**config.mk**
```make
export PLATFORM = sky130hd
export DESIGN_NAME = atten_ser_master
export DESIGN_NICKNAME = d
export VERILOG_FILES = /design/src/rtl/atten_ser_master.sv
export SDC_FILE = /design/constraint.sdc
export NUM_CORES = 1
export LEC_CHECK = 0
export CORE_MARGIN = 2
export CORE_UTILIZATION = 35
export DETAILED_ROUTE_END_ITERATION = 6
export GPL_ROUTABILITY_DRIVEN = 0
export PLACE_DENSITY_LB_ADDON = 0.05
export SLEW_MARGIN = 25
export SYNTH_ARGS = -nofsm -noshare
export SYNTH_HDL_FRONTEND = slang
export SYNTH_SLANG_ARGS = --single-unit
```
**constraint.sdc**
```tcl
create_clock -name clk -period 3.1 [get_ports clk]
set_input_delay 0.465 -clock clk [delete_from_list [all_inputs] [get_ports clk]]
set_output_delay 0.465 -clock clk [all_outputs]
set_load 0.005 [all_outputs]
```
**src/rtl/atten_ser_master.sv**
```systemverilog
module atten_ser_master #(
  parameter int CLK_PERIOD_PS = 10000,
  parameter int T_SCLK_HI_NS  = 30,
  parameter int T_SCLK_LO_NS  = 30,
  parameter int T_SCLK_PER_NS = 100,
  parameter int T_SU_NS       = 10,
  parameter int T_HD_NS       = 10,
  parameter int T_LEAD_NS     = 10,
  parameter int T_LE_NS       = 30
) (
  input  logic       clk,
  input  logic       rst_n,
  input  logic       req_valid,
  output logic       req_ready,
  input  logic [2:0] req_addr,
  input  logic [6:0] req_qdb,
  input  logic [1:0] req_step,
  output logic       ser_clk,
  output logic       ser_data,
  output logic       ser_le,
  output logic       done
);

  function automatic int ns2cyc(input int ns);
    int c;
    c = (ns * 1000 + CLK_PERIOD_PS - 1) / CLK_PERIOD_PS;
    return (c < 1) ? 1 : c;
  endfunction

  function automatic int imax(input int a, input int b);
    return (a > b) ? a : b;
  endfunction

  localparam int HI_CYC  = imax(ns2cyc(T_SCLK_HI_NS), ns2cyc(T_HD_NS));
  localparam int LO_CYC  = imax(imax(ns2cyc(T_SCLK_LO_NS), ns2cyc(T_SU_NS)),
                                ns2cyc(T_SCLK_PER_NS) - HI_CYC);
  localparam int GAP_CYC = ns2cyc(T_LEAD_NS);
  localparam int LE_CYC  = ns2cyc(T_LE_NS);
  localparam int MAX_CYC = imax(imax(HI_CYC, LO_CYC), imax(GAP_CYC, LE_CYC));
  localparam int CNT_W   = $clog2(MAX_CYC + 1);
  localparam int FRAME_W = 16;

  typedef enum logic [2:0] {S_IDLE, S_LOW, S_HIGH, S_GAP, S_LE} state_t;

  state_t                       state;
  logic [CNT_W-1:0]             cnt;
  logic [$clog2(FRAME_W)-1:0]   bitn;
  logic [FRAME_W-1:0]           shreg;
  logic                         done_q;
  logic [6:0]                   code;

  always_comb begin
    code = req_qdb;
    if (req_step == 2'd1)      code[0]   = 1'b0;
    else if (req_step != 2'd0) code[1:0] = 2'b00;
  end

  assign req_ready = (state == S_IDLE);
  assign ser_clk   = (state == S_HIGH);
  assign ser_le    = (state == S_LE);
  assign ser_data  = shreg[0];
  assign done      = done_q;

  always_ff @(posedge clk) begin
    if (!rst_n) begin
      state  <= S_IDLE;
      cnt    <= '0;
      bitn   <= '0;
      shreg  <= '0;
      done_q <= 1'b0;
    end else begin
      done_q <= 1'b0;
      case (state)
        S_IDLE: if (req_valid) begin
          shreg <= {5'b0, req_addr, 1'b0, code};
          bitn  <= '0;
          cnt   <= CNT_W'(LO_CYC - 1);
          state <= S_LOW;
        end
        S_LOW:
          if (cnt == '0) begin
            cnt   <= CNT_W'(HI_CYC - 1);
            state <= S_HIGH;
          end else cnt <= cnt - 1'b1;
        S_HIGH:
          if (cnt == '0) begin
            if (bitn == $clog2(FRAME_W)'(FRAME_W - 1)) begin
              cnt   <= CNT_W'(GAP_CYC - 1);
              state <= S_GAP;
            end else begin
              shreg <= shreg >> 1;
              bitn  <= bitn + 1'b1;
              cnt   <= CNT_W'(LO_CYC - 1);
              state <= S_LOW;
            end
          end else cnt <= cnt - 1'b1;
        S_GAP:
          if (cnt == '0) begin
            cnt   <= CNT_W'(LE_CYC - 1);
            state <= S_LE;
          end else cnt <= cnt - 1'b1;
        S_LE:
          if (cnt == '0) begin
            done_q <= 1'b1;
            state  <= S_IDLE;
          end else cnt <= cnt - 1'b1;
        default: state <= S_IDLE;
      endcase
    end
  end

  AST_LE_APART_FROM_CLK: assert property (@(posedge clk) disable iff (!rst_n)
    !(ser_clk && ser_le));
  AST_CLK_HIGH_HELD: assert property (@(posedge clk) disable iff (!rst_n)
    (HI_CYC > 1 && $rose(ser_clk)) |=> ser_clk);
  AST_DATA_HELD_HIGH: assert property (@(posedge clk) disable iff (!rst_n)
    (ser_clk && $past(ser_clk)) |-> $stable(ser_data));
  AST_DONE_SINGLE: assert property (@(posedge clk) disable iff (!rst_n)
    done |=> !done);
  AST_DONE_AFTER_LE: assert property (@(posedge clk) disable iff (!rst_n)
    done |-> ($past(ser_le) && !ser_le && req_ready));
  AST_BUSY_NOT_READY: assert property (@(posedge clk) disable iff (!rst_n)
    ser_le |-> !req_ready);
  AST_IDLE_QUIET: assert property (@(posedge clk) disable iff (!rst_n)
    req_ready |-> (!ser_clk && !ser_le));

endmodule

```
==> summary.md, run 1 <==
| Metric | Value |
|---|---|
| Pwr Density | `645 mW/mm^2` |
| Ant. Diodes | `0` |
| DR vias | `1119` |
| IO buf count | `19` |
| Count leader, synth | `dfxtp_1` |
| DRT iter0 DRCs | `41` |
| Routed Antenna Nets | `0` |
| Syn_area_per_cell | `8.81 sq um` |
| Final slew viol count | `0` |
| Largest net degree at the start of global routing | `19` |
| Fmax | `0.410 GHz` |
| Critical Path Sink Type | `primary output` |
| Hold WS | `493 ps` |
| Total CTS buffers | `3` |
| Net Sw Power | `329 uW` |
| Latest clock arrival within the worst-skew pair | `310 ps` |
| CTS tree | `built` |
| Die X-Extent | `62.9 um` |
| EDFF count, synth | `0` |
| Reg2Reg Depth | `6` |
| Clock power frac | `23.3%` |
| Post-cts hold buffer count | `0` |
| Root Driver | `clkbuf_4` |
| Clk sinks | `22` |
| Leak | `0.000559 uW` |
| Async SR Flop Fraction | `0%` |
| Flop pwr share | `40.0%` |
| Post-CTS Setup Bufs | `0` |
| Logic gate share of total power | `36.7%` |
| Final min period | `2440 ps` |
| Synth Area in XOR/XNOR | `0.720%` |
| Starting density of the core | `36.4%` |
| Cts repair resizes | `0` |
| Gate count of the mapped netlist | `138` |
| Origin of the worst min-delay path | `shreg[8]$_SDFFE_PN0P_` |
| Total gr overflow | `0` |
| Placed Area | `0.00143 sq mm` |
| Clock skew | `3.00 ps` |
| P_int | `625 uW` |
| Cell Rows | `21` |
| Peak supply drop | `250 uV` |
| # DRC | `0` |
| Hold endpoint | `shreg[7]$_SDFFE_PN0P_` |
| Status | `finished clean` |
| Critical Path Start Type | `flip-flop` |
| TNS Setup | `0 ps` |
| Worst Tran Pin Value | `790 ps` |
| Simple-gate share of the synthesized area | `22.6%` |
| Seq cells post-synth | `22` |
| Cell area after synthesis | `0.00122 sq mm` |
| 1st-pass router iterations | `4` |
| Layout cells sized above 1 | `13.5%` |
| Total power | `954 uW` |
| RSZ-0062 raised after global routing | `false` |
| Worst-path clk slew | `130 ps` |
| Post-synth top area share | `36.2%` |
| Syn_nets | `156` |
| Synth top area cells | `dfxtp_1, o221a_2, mux2i_1` |
| Maxcap violations | `0` |
| Die footprint | `0.00396 sq mm` |
| Ys flop type | `dfxtp_1` |
| Slew headroom | `47.3%` |
| Main combinational cell family by area after synthesis | `compound AO/OA/AOI/OAI gates` |
| Core area | `0.00334 sq mm` |
| Worst setup path start | `state[2]$_SDFFE_PN0P_` |
| Clock tree buffer depth | `2` |
| Vert. Die Dim | `62.9 um` |
| Yosys warns | `0` |
| Mux contribution to synthesized area | `5.76%` |
| Crit share post-route | `78.8%` |
| # IOs | `20` |
| Finished Cell Area | `0.00148 sq mm` |
| Sequential fraction of the synthesis area | `36.2%` |
| WL/cell | `14.5 um` |
| H-tree depth | `1` |
| Worst R2R Start | `cnt[0]$_SDFFE_PN0P_` |
| First-pass GRT wire length | `4.99 mm` |
| GRT Util Overall | `15.7%` |
| Worst min path class | `reg2reg` |
| Post-DP HPWL | `2.13 mm` |
| Crit path arrival time | `1980 ps` |
| Filler cells | `359` |
| Sw Ratio | `34.5%` |
| CP Data Required Time | `2630 ps` |
| Via density | `5.57` |
| Largest area contributor in the netlist | `dfxtp_1` |
| CP max FO | `18` |
| Post-Synth Adder-Cell Area | `3.09%` |
| Vias in the first global route | `1069` |
| Reg-to-reg endpoint | `shreg[5]$_SDFFE_PN0P_` |
| Initial antenna violation count | `0` |
| Layout Nets | `174` |
| Fin. Hold Viols | `0` |
| Worst setup path class | `reg2out` |
| Final setup vio count | `0` |
| Area growth from synthesis to final layout | `21.7%` |
| Drt total wl | `2.91 mm` |
| Hold Path Stages | `2` |
| Top post-synthesis cells by count | `dfxtp_1, nand2_1, o221a_2` |
| Worst reg-to-reg setup slack | `870 ps` |
| Synth Area in Compound Gates | `26.1%` |
| Synth unique cells | `37` |
-- routing by layer --
metal	routed length (um)	global-route usage [%]	vias to the layer above	share of wire, %
met4	22	5.83	0	0.76
met5	0	0	-	0
li1	-	-	558	-
met2	1340	24.5	22	46
met3	115	2.52	2	4.0
met1	1430	21.6	537	49
-- metrics by stage --
| step | util, % | setup WS (ps) | std cells |
|---|---|---|---|
| after floorplan | - | 1520 | 138 |
| after global placement | 42.8 | 716 | 197 |
| after detailed placement | 42.8 | 619 | 197 |
| after CTS | 44.4 | 686 | 201 |
| after global routing | 44.4 | 530 | 201 |
| final | 44.4 | 658 | 201 |
-- kinds of logic (layout without fill, tap and decap cells) --
kind of cell | Yosys count | count (layout)
and+or+nand+nor | 52 | 52
buffers and inverters | 12 | 29
xor gates and xnor gates | 1 | 1
adders and majority gates | 3 | 3
muxes | 7 | 7
DFF | 22 | 22
AOI/OAI and AO/OA | 41 | 41
-- worst max path at each step --
stage,endpoint,slack (ps),cells past startpoint
2_1_floorplan,shreg[1]$_SDFFE_PN0P_,1520,6
3_3_place_gp,shreg[4]$_SDFFE_PN0P_,720,5
3_5_place_dp,shreg[5]$_SDFFE_PN0P_,620,5
4_1_cts,ser_clk,690,2
5_1_grt,ser_clk,530,2
6_report,ser_clk,660,2
-- power groups by stage --
stage               combinational (uW)  clock, uW  sequential, uW
floorplan                          273          0             364
global placement                   345          0             385
detailed placement                 351          0             387
CTS                                352        229             381
global route                       392        242             390
finish                             350        223             382
-- sequential cells by signal (all words and copies together) (netlist names) --
| name | count |
|---|---|
| cnt | 3 |
| bitn | 4 |
| done | 1 |
| shreg | 11 |
| state | 3 |
-- layout make-up --
type	count	area, sq um	share of cell area [%]
inverter	4	15.0	1.01
timing repair buffer	21	205	13.9
clock buffer	3	22.5	1.52
clock inverter	1	30.0	2.03
sequential	22	440	29.8
multi-input combinational	104	709	47.9
tap	46	57.6	3.89
-- worst max-delay path: stages (launching register included) --
cell and delay (ps):
dfxtp_1 510, nor3b_1 550, clkdlybuf4s50_1 610
-- cells in the final DEF, fill, tap and decap left out, drive strengths merged --
cell type	Yosys	final
a2111oi	1	1
nand3	10	10
nor2b	4	4
a21oi	9	9
a211o	1	1
o21ai	8	8
and3	2	2
clkdlybuf4s50	0	19
nor3	3	3
o31ai	1	1
a32oi	1	1
inv	4	4
buf	5	2
or3	2	2
or2	1	1
and2	2	2
clkbuf	3	3
ha	3	3
a211oi	2	2
a221o	1	1
mux2i	7	7
o211ai	3	3
bufinv	0	1
or4	2	2
nand2	13	13
nand2b	2	2
xnor2	1	1
dfxtp	22	22
and3b	1	1
nor2	7	7
and4b	1	1
a31oi	2	2
nor3b	1	1
o221a	12	12
nand3b	1	1
(Power assumes the default switching activity.)
==> run 2, diff against run 1 <==
clock period = 2.2 ns   (was 3.1 ns; I/O delays follow)
==> run 2 against run 1 <==
- non-clock buffer count up 6
- via count up 0.54%
- combinational power up 56%
- hold slack better by 7.2 ps
- critical endpoint is now ser_le
- utilization up 1.4 points
- final area up 3.2%
==> summary.md, run 2 (same netlist as run 1, synthesis figures left out) <==
| Metric | Value |
|---|---|
| Final slew viol count | `0 (unchanged)` |
| GRT Util Overall | `16.4% (+0.78 points)` |
| # IOs | `20 (unchanged)` |
| Ant. Diodes | `0 (unchanged)` |
| Finished Core Util | `45.8% (+1.4 points)` |
| Leading cell type in the layout, fill and taps excluded | `dfxtp_1` |
| Most frequent cells in the layout | `dfxtp_1, clkdlybuf4s50_1, nand2_1, o221a_2, nand3_1` |
| Die footprint | `0.00396 sq mm (unchanged)` |
| RSZ-0062 raised after global routing | `false` |
| CP max FO | `6 (-12)` |
| Max reg flops | `11 (unchanged)` |
| Core area | `0.00334 sq mm (unchanged)` |
| Vias in the first global route | `1123 (+5.1%)` |
| Post-cts hold buffer count | `0 (unchanged)` |
| Worst Tran Pin Value | `437 ps (-353 ps)` |
| Layout cells sized above 1 | `17.4% (+3.8 points)` |
| Fmax | `0.503 GHz` |
| Drt total wl | `2.93 mm (+0.79%)` |
| Routed Antenna Nets | `0 (unchanged)` |
| Final min period | `1990 ps` |
| Final setup vio count | `0 (unchanged)` |
| First-pass GRT wire length | `5.24 mm (+5.1%)` |
| Vert. Die Dim | `62.9 um (unchanged)` |
| Regs by FF count | `shreg x11, bitn x4` |
| Via density | `5.43 (-2.4%)` |
| DRT iter0 DRCs | `60 (+46%)` |
| Latest clock arrival within the worst-skew pair | `320 ps (about the same)` |
| Most flops, register | `shreg` |
| H-tree depth | `1 (unchanged)` |
| # DRC | `0 (unchanged)` |
| Total CTS buffers | `3 (unchanged)` |
| Peak supply drop | `355 uV (+42%)` |
| Worst-path clk slew | `120 ps (about the same)` |
| Crit path arrival time | `1660 ps (-320 ps)` |
| Critical Path Start Type | `flip-flop` |
| Clock tree buffer depth | `2 (unchanged)` |
| 1st-pass router iterations | `4 (unchanged)` |
| Fin. Hold Viols | `0 (unchanged)` |
| Clk sinks | `22 (unchanged)` |
| Starting density of the core | `36.4% (unchanged)` |
| Critical Path Sink Type | `primary output` |
| Root Driver | `clkbuf_4` |
| IO buf count | `19 (unchanged)` |
| Initial antenna violation count | `0 (unchanged)` |
| CTS tree | `built` |
| Status | `finished clean` |
| TNS Setup | `0 ps (unchanged)` |
| Worst min path class | `reg2reg` |
| Multi-input logic area | `712 sq um (+0.35%)` |
| Clock skew | `12.0 ps (+9.02 ps)` |
| WL/cell | `14.2 um (-2.1%)` |
| Post-DP HPWL | `2.26 mm (+6.3%)` |
| Sequential cell area | `440 sq um (unchanged)` |
| CP Data Required Time | `1870 ps (-760 ps)` |
| DR vias | `1125 (+0.54%)` |
| Filler cells | `343 (-4.5%)` |
| Layout Nets | `180 (+3.4%)` |
| Maxcap violations | `0 (unchanged)` |
| Worst setup path class | `reg2out` |
| Area growth from synthesis to final layout | `25.6%` |
| Leak | `0.000589 uW (+5.5%)` |
| Total gr overflow | `0 (unchanged)` |
| Slew headroom | `70.8% (+23 points)` |
| Largest net degree at the start of global routing | `19 (unchanged)` |
| Cell Rows | `21 (unchanged)` |
| Crit share post-route | `90.3%` |
| Pwr Density | `910 mW/mm^2 (+41%)` |
| Die X-Extent | `62.9 um (unchanged)` |
## run 2: changes by cell type in the layout (fill, tap and decap cells not counted), sizes merged
cell  previous run  this run
buf              2         8
## run 2: stage by stage
| stage | cell area, sq um | instances | power (uW) | setup slack [ps] | hold slack, ps |
|---|---|---|---|---|---|
| after CTS | 1530 | 207 | 1390 | 92.2 | 500 |
| after detailed placement | 1470 | 203 | 1080 | 187 | 474 |
| after global routing | 1530 | 207 | 1490 | 75.0 | 540 |
| after floorplan | 1220 | 138 | 898 | 618 | 444 |
| final | 1530 | 207 | 1390 | 214 | 500 |
| after global placement | 1470 | 203 | 1070 | 255 | 480 |
## run 2: layout make-up
type	count	share of cell area (%)
clock inverters	1	1.97
well taps	46	3.77
flip-flops and latches	22	28.8
repair buffers	27	16.4
multi-input cells	104	46.6
clock buffers	3	1.47
inverters	4	0.983
## run 2: worst paths after layout
path                         startpoint               endpoint  slack [ps]  cells after the start
setup reg to reg    cnt[0]$_SDFFE_PN0P_  shreg[8]$_SDFFE_PN0P_         380                      6
hold / removal    shreg[7]$_SDFFE_PN0P_  shreg[7]$_SDFFE_PN0P_         500                      2
hold reg to reg   shreg[7]$_SDFFE_PN0P_  shreg[7]$_SDFFE_PN0P_         500                      2
setup / recovery  state[0]$_SDFFE_PN0P_                 ser_le         210                      3
## run 2: power breakdown
part           switching, uW  total (uW)  internal, uW
clock network            134         319           184
registers               55.2         523           468
logic                    290         547           257
total                    480        1390           910
## run 2: layer usage
metal	wire (um)	part of all wire, %	GRT usage [%]	up-vias
li1	-	-	-	567
met5	0	0	0	-
met1	1500	51	23.5	531
met3	102	3.5	2.70	5
met2	1290	44	25.5	22
met4	34	1.2	4.17	0
## run 2: worst max-delay path: stages, from the launching register on
cell and delay [ps]:
dfxtp_1 380, nor2_2 270, and2_1 190, clkdlybuf4s50_1 500
## run 2: timing repair
| action | in CTS | in global routing |
|---|---|---|
| resized for setup | 0 | 1 |
| buffers inserted | 0 | 0 |
| endpoints found under the setup margin | 0 | 1 |
==> run 3, diff against run 2 <==
CORE_UTILIZATION = 40   (was 35)
==> run 3 against run 2 <==
- utilization up 4.4 points
- clock-buffer cell count up 1
- final area down 2.1%
- global-route usage up 1.8 points
- critical path type unchanged
- first-iteration DRC count down 35%
- wire length up 1.1%
- critical endpoint is now ser_clk
- worst setup slack worse by 80 ps
- sequential power about the same
- hold slack worse by 21 ps
- total power down 7.1%
- via count down 1.5%
- critical path depth down 1
==> summary.md, run 3 (same netlist as run 1, synthesis figures left out) <==
| Metric | Value |
|---|---|
| Final setup vio count | `0 (unchanged)` |
| M2 GR Usage | `28.7% (+3.2 points)` |
| Initial antenna violation count | `0 (unchanged)` |
| GRT Util Overall | `18.3% (+1.8 points)` |
| Crit share post-route | `93.9% (+3.6 points)` |
| Hold Path Stages | `2 (unchanged)` |
| Status | `finished clean` |
| Vert. Die Dim | `59.1 um (-6.0%)` |
| Leading cell type in the layout, fill and taps excluded | `dfxtp_1` |
| Pwr Density | `863 mW/mm^2 (-5.1%)` |
| CP Depth | `2 (-1)` |
| Final min period | `2070 ps (+79.6 ps)` |
| Total power | `1290 uW (-7.1%)` |
| Starting density of the core | `40.8% (+4.4 points)` |
| Origin of the worst min-delay path | `shreg[8]$_SDFFE_PN0P_` |
| Largest net degree at the start of global routing | `19 (unchanged)` |
| DRT iter0 DRCs | `39 (-35%)` |
| Placed Area | `0.00146 sq mm (-1.1%)` |
| Critical Path Sink Type | `primary output` |
| Worst R2R Start | `cnt[0]$_SDFFE_PN0P_` |
| Die X-Extent | `59.1 um (-6.0%)` |
| Crit path arrival time | `1740 ps (+80 ps)` |
| DR vias | `1108 (-1.5%)` |
| Worst Path Buf+Inv | `1 (unchanged)` |
| Worst min path class | `reg2reg` |
| Total gr overflow | `0 (unchanged)` |
| Finished Core Util | `50.2% (+4.4 points)` |
| Layout cells sized above 1 | `17.4% (unchanged)` |
| Routed Antenna Nets | `0 (unchanged)` |
| Grt met1 use | `25.5% (+2.0 points)` |
| Worst-path clk slew | `130 ps (about the same)` |
| First-pass GRT wire length | `4.95 mm (-5.5%)` |
| Met3 Use GR | `1.97% (-0.74 points)` |
| Reg2Reg Depth | `6 (unchanged)` |
| CTS tree | `built` |
| Cell Rows | `20 (-4.8%)` |
| Post-CTS Setup Bufs | `0 (unchanged)` |
| Clock skew | `6.85 ps (-5.16 ps)` |
| H-tree depth | `1 (unchanged)` |
| # IOs | `20 (unchanged)` |
| Via density | `5.71 (+5.1%)` |
| IO buf count | `19 (unchanged)` |
| Busiest grt layer | `met2` |
| Worst setup path class | `reg2out` |
| Clock tree buffer depth | `2 (unchanged)` |
| # DRC | `0 (unchanged)` |
| Total CTS buffers | `3 (unchanged)` |
| Worst reg-to-reg setup slack | `250 ps (-130 ps)` |
| Finished Cell Area | `0.00150 sq mm (-2.1%)` |
| CP delay by family, top | `buffers and inverters` |
| Latest clock arrival within the worst-skew pair | `320 ps (about the same)` |
| Fmax | `0.484 GHz (-3.9%)` |
| Crit path cell chain | `nor3b_1 > clkdlybuf4s50_1` |
| Maxcap violations | `0 (unchanged)` |
| Cts repair resizes | `0 (unchanged)` |
| Most frequent cells in the layout | `dfxtp_1, clkdlybuf4s50_1, nand2_1, o221a_2, nand3_1` |
| 1st-pass router iterations | `4 (unchanged)` |
| Peak supply drop | `391 uV (+10%)` |
| Root Driver | `clkbuf_4` |
| Most flops, register | `shreg` |
| Post-DP HPWL | `2.21 mm (-2.2%)` |
| Layout Nets | `180 (unchanged)` |
| Fin. Hold Viols | `0 (unchanged)` |
| Ant. Diodes | `0 (unchanged)` |
| CP peak stage delay | `590 ps (+90 ps)` |
| Max reg flops | `11 (unchanged)` |
| Drt total wl | `2.96 mm (+1.1%)` |
| CP Data Required Time | `1870 ps (about the same)` |
| Final slew viol count | `0 (unchanged)` |
| Reg-to-reg endpoint | `shreg[5]$_SDFFE_PN0P_` |
| Slew headroom | `66.8% (-4.0 points)` |
| Clk sinks | `22 (unchanged)` |
| Core area | `0.00298 sq mm (-11%)` |
| CP max-delay cell | `clkdlybuf4s50_1` |
| Vias in the first global route | `1053 (-6.2%)` |
| Hold endpoint | `shreg[7]$_SDFFE_PN0P_` |
| TNS Setup | `0 ps (unchanged)` |
| WL/cell | `15.3 um (+7.8%)` |
| CP max FO | `4 (-2)` |
| Post-cts hold buffer count | `0 (unchanged)` |
| Worst Tran Pin Value | `498 ps (+60.7 ps)` |
| Area growth from synthesis to final layout | `22.9%` |
| RSZ-0062 raised after global routing | `false` |
| Regs by FF count | `shreg x11, bitn x4` |
| Die footprint | `0.00350 sq mm (-12%)` |
| Leak | `0.000583 uW (-1.2%)` |
| Critical Path Start Type | `flip-flop` |
run 3: changes by cell type in the layout (fill, tap and decap cells not counted):
cell	before	now
bufinv_16	1	0
clkbuf_8	0	1
run 3: worst max-delay path by stage:
| stage | startpoint | endpoint | slack (ps) |
|---|---|---|---|
| after detailed placement | req_valid | bitn[3]$_SDFFE_PN0P_ | 170 |
| after global placement | req_valid | bitn[3]$_SDFFE_PN0P_ | 220 |
| after CTS | state[0]$_SDFFE_PN0P_ | ser_le | 7 |
| after floorplan | cnt[0]$_SDFFE_PN0P_ | shreg[1]$_SDFFE_PN0P_ | 620 |
| final | state[1]$_SDFFE_PN0P_ | ser_clk | 130 |
| after global routing | state[0]$_SDFFE_PN0P_ | ser_le | 60 |
run 3: through the flow:
stage / hold slack (ps) / cells / setup WS, ps
6_report: 479 / 194 / 134
5_1_grt: 515 / 194 / 58.1
4_1_cts: 484 / 194 / 7.17
3_5_place_dp: 466 / 190 / 171
3_3_place_gp: 469 / 190 / 223
2_1_floorplan: 444 / 138 / 618
run 3: final cells by class:
class                           instances  area [sq um]
Fill cell                             292          1480
Inverter                                4          15.0
Clock buffer                            4          36.3
Tap cell                               33          41.3
Timing Repair Buffer                   27           250
Multi-Input combinational cell        104           712
Sequential cell                        22           440
run 3: tightest hold or removal path, cell delays in order, from the launching register on:
cell	delay [ps]
dfxtp_1	340
nand3_1	60
a21oi_1	50
run 3: per-layer routing:
layer,vias up,wire (um)
li1,568,-
met1,521,1460
met2,15,1390
met3,4,71
met4,0,36
met5,-,0
run 3: report_power, final:
group	switching (uW)	total (uW)	internal (uW)
clock	131	232	101
combinational	283	535	253
sequential	55.6	524	468
total	469	1290	822
